==> config.mk <==
export PLATFORM = sky130hd
export DESIGN_NAME = every_nth_sampler
export DESIGN_NICKNAME = d
export VERILOG_FILES = /design/src/rtl/sampler_pkg.sv /design/src/rtl/sample_count_stage.sv /design/src/rtl/sample_pick_stage.sv /design/src/rtl/every_nth_sampler.sv
export SDC_FILE = /design/constraint.sdc
export NUM_CORES = 1
export LEC_CHECK = 0
export ABC_CLOCK_PERIOD_IN_PS = 990
export CAP_MARGIN = 15
export CORE_UTILIZATION = 24
export CTS_CLUSTER_DIAMETER = 50
export CTS_CLUSTER_SIZE = 16
export DETAILED_ROUTE_END_ITERATION = 6
export GPL_ROUTABILITY_DRIVEN = 0
export SYNTH_ARGS = -nofsm -noshare
export SYNTH_HDL_FRONTEND = slang
export SYNTH_SLANG_ARGS = --single-unit
==> constraint.sdc <==
create_clock -name clk -period 0.99 [get_ports clk]
set_clock_uncertainty 0.15 [all_clocks]
set_input_delay 0.099 -clock clk [delete_from_list [all_inputs] [get_ports clk]]
set_output_delay 0.099 -clock clk [all_outputs]
set_load 0.02 [all_outputs]
==> src/rtl/sampler_pkg.sv <==
// Package: shared defaults and a helper for the every-Nth sampler.
// Assumes: the sampling period is at least 2.
package sampler_pkg;
    parameter int unsigned DEF_SRC_W  = 32;
    parameter int unsigned DEF_META_W = 16;
    parameter int unsigned DEF_PERIOD = 10;

    // Width needed to hold count values 0 .. period-1
    function automatic int unsigned count_width(input int unsigned period);
        return (period < 2) ? 1 : $clog2(period);
    endfunction
endpackage

==> src/rtl/sample_count_stage.sv <==
// Module: stage 1, the only stateful stage.
// Reads the modulo counter, flags the packet that sees the last count,
// and writes the next count back, all in one cycle so a new packet can
// enter every clock. Header fields are registered alongside the flag.
// Assumes: PERIOD >= 2; the counter moves only on valid cycles.
module sample_count_stage #(
    parameter int unsigned SRC_W  = 32,
    parameter int unsigned META_W = 16,
    parameter int unsigned PERIOD = 10
) (
    input  logic              clk,
    input  logic              rst_n,
    input  logic              in_valid,
    input  logic [SRC_W-1:0]  in_src,
    input  logic [META_W-1:0] in_meta,
    output logic              s1_valid,
    output logic [SRC_W-1:0]  s1_src,
    output logic [META_W-1:0] s1_meta,
    output logic              s1_pick
);
    localparam int unsigned CW = sampler_pkg::count_width(PERIOD);
    localparam logic [CW-1:0] LAST = CW'(PERIOD - 1);

    logic [CW-1:0] count_q;
    logic          at_last;
    logic [CW-1:0] count_next;

    // Decide whether this packet is picked and what the counter becomes
    always_comb begin
        at_last    = (count_q == LAST);
        count_next = at_last ? '0 : count_q + CW'(1);
    end

    // Persistent counter: read-compare-update on valid cycles only
    always_ff @(posedge clk) begin
        if (!rst_n)
            count_q <= '0;
        else if (in_valid)
            count_q <= count_next;
    end

    // Valid bit of the stage register, cleared by reset
    always_ff @(posedge clk) begin
        if (!rst_n)
            s1_valid <= 1'b0;
        else
            s1_valid <= in_valid;
    end

    // Payload and pick flag carried forward with the packet
    always_ff @(posedge clk) begin
        s1_src  <= in_src;
        s1_meta <= in_meta;
        s1_pick <= in_valid & at_last;
    end
endmodule

==> src/rtl/sample_pick_stage.sv <==
// Module: stage 2, stateless.
// Builds the sample field from the carried pick flag and source address
// and registers the packet onto the block outputs.
// Assumes: the pick flag is only set for valid packets.
module sample_pick_stage #(
    parameter int unsigned SRC_W  = 32,
    parameter int unsigned META_W = 16
) (
    input  logic              clk,
    input  logic              rst_n,
    input  logic              s1_valid,
    input  logic [SRC_W-1:0]  s1_src,
    input  logic [META_W-1:0] s1_meta,
    input  logic              s1_pick,
    output logic              out_valid,
    output logic [SRC_W-1:0]  out_src,
    output logic [META_W-1:0] out_meta,
    output logic [SRC_W-1:0]  out_sample
);
    logic [SRC_W-1:0] sample_d;

    // Select the source address for a picked packet, zero otherwise
    always_comb sample_d = s1_pick ? s1_src : '0;

    // Output valid bit, cleared by reset
    always_ff @(posedge clk) begin
        if (!rst_n)
            out_valid <= 1'b0;
        else
            out_valid <= s1_valid;
    end

    // Output payload registers
    always_ff @(posedge clk) begin
        out_src    <= s1_src;
        out_meta   <= s1_meta;
        out_sample <= sample_d;
    end
endmodule

==> src/rtl/every_nth_sampler.sv <==
// Module: top of the two-stage every-Nth sampler.
// Stage 1 owns the counter; stage 2 forms the sample field.
// Latency is two cycles and throughput one packet per cycle.
// Assumes: a synchronous active-low reset.
module every_nth_sampler #(
    parameter int unsigned SRC_W  = sampler_pkg::DEF_SRC_W,
    parameter int unsigned META_W = sampler_pkg::DEF_META_W,
    parameter int unsigned PERIOD = sampler_pkg::DEF_PERIOD
) (
    input  logic              clk,
    input  logic              rst_n,
    input  logic              in_valid,
    input  logic [SRC_W-1:0]  in_src,
    input  logic [META_W-1:0] in_meta,
    output logic              out_valid,
    output logic [SRC_W-1:0]  out_src,
    output logic [META_W-1:0] out_meta,
    output logic [SRC_W-1:0]  out_sample
);
    logic              s1_valid;
    logic [SRC_W-1:0]  s1_src;
    logic [META_W-1:0] s1_meta;
    logic              s1_pick;

    sample_count_stage #(.SRC_W(SRC_W), .META_W(META_W), .PERIOD(PERIOD)) u_stage1 (
        .clk      (clk),
        .rst_n    (rst_n),
        .in_valid (in_valid),
        .in_src   (in_src),
        .in_meta  (in_meta),
        .s1_valid (s1_valid),
        .s1_src   (s1_src),
        .s1_meta  (s1_meta),
        .s1_pick  (s1_pick)
    );

    sample_pick_stage #(.SRC_W(SRC_W), .META_W(META_W)) u_stage2 (
        .clk        (clk),
        .rst_n      (rst_n),
        .s1_valid   (s1_valid),
        .s1_src     (s1_src),
        .s1_meta    (s1_meta),
        .s1_pick    (s1_pick),
        .out_valid  (out_valid),
        .out_src    (out_src),
        .out_meta   (out_meta),
        .out_sample (out_sample)
    );
endmodule

==> flow_metrics.env <==
export IMPL_status="finished, violations left"
export IMPL_violations="setup timing"
export IMPL_place_hpwl_mm=4.28
export IMPL_synthesis_area_um2=3040
export IMPL_critPathKind="flop to output pin"
export IMPL_final_cell_mix="82 x dfxtp_2, 81 x buf_6, 51 x dfxtp_1"
export IMPL_vias_per_cell=3.49
export IMPL_holdPathEnd="u_stage2.out_meta[12]"
export IMPL_crit_required_ns=0.74
export IMPL_synth_cell_types=15
export IMPL_die_w_um=115
export IMPL_final_nets=439
export IMPL_critPathMaxFanout=1
export IMPL_synth_area_per_cell_um2=16.2
export IMPL_reg2reg_depth=3
export IMPL_yosysSeqAreaShare=0.889
export IMPL_cp_top_family="flip-flops"
export IMPL_leakagePower_nw=2.51
export IMPL_tightest_slew_ns=0.230
export IMPL_cpPeakStageDelay_ns=0.32
export IMPL_die_h_um=115
export IMPL_htreeDepth=4
export IMPL_syn_nets=239
export IMPL_antenna_found_initial=0
export IMPL_power_density_nw_per_um2=2250
export IMPL_core_um2=12200
export IMPL_end_kind="output pin"
export IMPL_dr_pass1_iters=4
export IMPL_synth_top_area_frac=0.889
export IMPL_yosys_area_top_type="dfxtp_1"
export IMPL_synth_seq_cells=135
export IMPL_cts_root_buf="clkbuf_16"
export IMPL_final_common_cell="dfxtp_2"
export IMPL_syn_to_final_growth_pct=96.0
export IMPL_io_buffers=131
export IMPL_grt_ovfl_total=0
export IMPL_ios=132
export IMPL_drive_gt1_frac=0.519
export IMPL_grt_pass1_vias=2089
export IMPL_ant_nets=0
export IMPL_rows=40
export IMPL_hold_path_depth=0
export IMPL_pre_cts_ws_ns=-0.356
export IMPL_crit_buf_inv=1
export IMPL_min_path_type="flop to flop"
export IMPL_grt_start_max_net_pins=17
export IMPL_relSlewSlack=0.845
export IMPL_vias=1985
export IMPL_r2r_slack_ns=-0.05
export IMPL_clkLatencyLatePin_ns=0.41
export IMPL_maxCapViolCount=0
export IMPL_fin_util=0.490
export IMPL_post_route_min_period_ns=1.10
export IMPL_timing_rr_end="u_stage1.count_q[1]"
export IMPL_tritoncts="built"
export IMPL_antennaDiodeCount=0
export IMPL_min_period_over_period=1.11
export IMPL_cts_buffer_depth=2
export IMPL_yosys_warnings=0
export IMPL_grt_first_pass_wirelength_mm=10.0
export IMPL_arrival_ns=0.85
export IMPL_path_cells="buf_6"
export IMPL_clock_sinks=135
export IMPL_hold_violations=0
export IMPL_cp_start_kind="flop"
export IMPL_numCtsBuffers=17
export IMPL_timing_final_max_slew_violations=0
export IMPL_setup_viol=84
export IMPL_place_inst=488
export IMPL_reg2reg_from="u_stage1.count_q[0]"
export IMPL_fin_ws_ns=-0.110
export IMPL_fmax_ghz=0.909
export IMPL_stdcell_count=569
export IMPL_wl_mm=6.54
export IMPL_drtIter0Drc=73
export IMPL_drc=0
export IMPL_start_util=0.250
export IMPL_dieArea_um2=13100
export IMPL_rsz0062_at_grt="true"
export IMPL_crit_path_top_delay_cell="dfxtp_2"
export IMPL_gr_usage_all_layers=0.107
export IMPL_worstHoldStart="u_stage1.s1_meta[12]"
export IMPL_routedWlPerCell_um=11.5
export IMPL_yosys_top_cells_area="dfxtp_1 89%, and2_1 7.4%, a21boi_2 0.37%"
export IMPL_clk_pin_slew_worst_paths_ns=0.05
export IMPL_peakVddDrop_v=0.00115
export IMPL_postSynthCellCount=188
-- layout make-up --
class	instances	area, um2
tap	168	210
inverter	1	3.75
sequential	135	2810
timing repair buffer	184	1930
fill	1053	6210
clock buffer	20	467
clock inverter	12	196
multi-input combinational	49	335
-- sequential cells by signal (all words and copies together), names as in the netlist --
name	count
u_stage2.out_meta	16
u_stage2.out_valid	1
u_stage1.s1_meta	16
u_stage1.s1_pick	1
u_stage1.s1_src	32
u_stage2.out_sample	32
u_stage1.count_q	4
u_stage1.s1_valid	1
u_stage2.out_src	32
-- worst reg2reg max path, cell delays in order (launching register included) --
cell,delay (ns)
dfxtp_4,0.37
nand2_2,0.08
a211o_1,0.25
a21boi_2,0.12
-- Yosys cell counts, drive strengths merged --
cell type / n
a211o: 1
nand3: 1
o22ai: 1
and2: 36
dfxtp: 135
a21boi: 1
inv: 1
a21oi: 1
mux2: 1
nor4b: 1
xor2: 1
nand2: 4
xnor2: 1
clkbuf: 3
-- layer usage --
layer	global-route usage	part of all wire	vias to the layer above
met1	0.0957	0.37	904
met3	0.0561	0.058	13
met4	0.0684	0.025	0
met5	0	0	-
met2	0.187	0.55	79
li1	-	-	989
-- power by group --
| group | switching, W | leakage, nW | total, W | internal, W |
|---|---|---|---|---|
| Clock | 0.00219 | 0.318 | 0.00685 | 0.00466 |
| Combinational | 0.000252 | 1.05 | 0.000755 | 0.000502 |
| Sequential | 0.0000939 | 1.14 | 0.00577 | 0.00568 |
-- kinds of logic (layout without fill, tap and decap cells) --
logic type             Yosys count  count (layout)  share of synthesized area
buffers and inverters            4             217                    0.00494
XOR/XNOR                         2               2                    0.00576
flip-flops                     135             135                      0.889
AO/OA/AOI/OAI                    4               4                     0.0103
multiplexers                     1               1                    0.00370
AND/OR/NAND/NOR                 42              42                     0.0860
-- per-stage QoR --
stage / hold slack [ns] / cell area [um2] / TNS [ns] / total power, W
global route: 0.180 / 5960 / -11.10 / 0.0139
global placement: 0.160 / 4580 / -13.51 / 0.00641
CTS: 0.0103 / 5930 / -10.07 / 0.0136
floorplan: -0.0233 / 3040 / 0 / 0.00599
finish: 0.174 / 5960 / -7.90 / 0.0134
detailed placement: 0.162 / 4580 / -13.99 / 0.00643
-- worst max path at each step --
stage	start	to	slack [ns]	cells after the start
4_1_cts	u_stage2.out_sample[1]	out_sample[1]	-0.14	1
5_1_grt	u_stage2.out_sample[1]	out_sample[1]	-0.15	1
3_5_place_dp	in_valid	u_stage1.count_q[3]	-0.36	4
2_1_floorplan	u_stage1.count_q[0]	u_stage1.count_q[3]	0.01	3
3_3_place_gp	in_valid	u_stage1.count_q[3]	-0.31	4
6_report	u_stage2.out_sample[1]	out_sample[1]	-0.11	1
-- what timing repair did --
item | 4_1_cts | 5_1_grt
endpoints found under the setup margin | 84 | 84
endpoints found under the hold margin | 47 | 1
hold buffers | 47 | 1
resized for setup | 569 | 2
buffers inserted | 1 | 0
No activity file was read; power rests on OpenSTA's default activity.
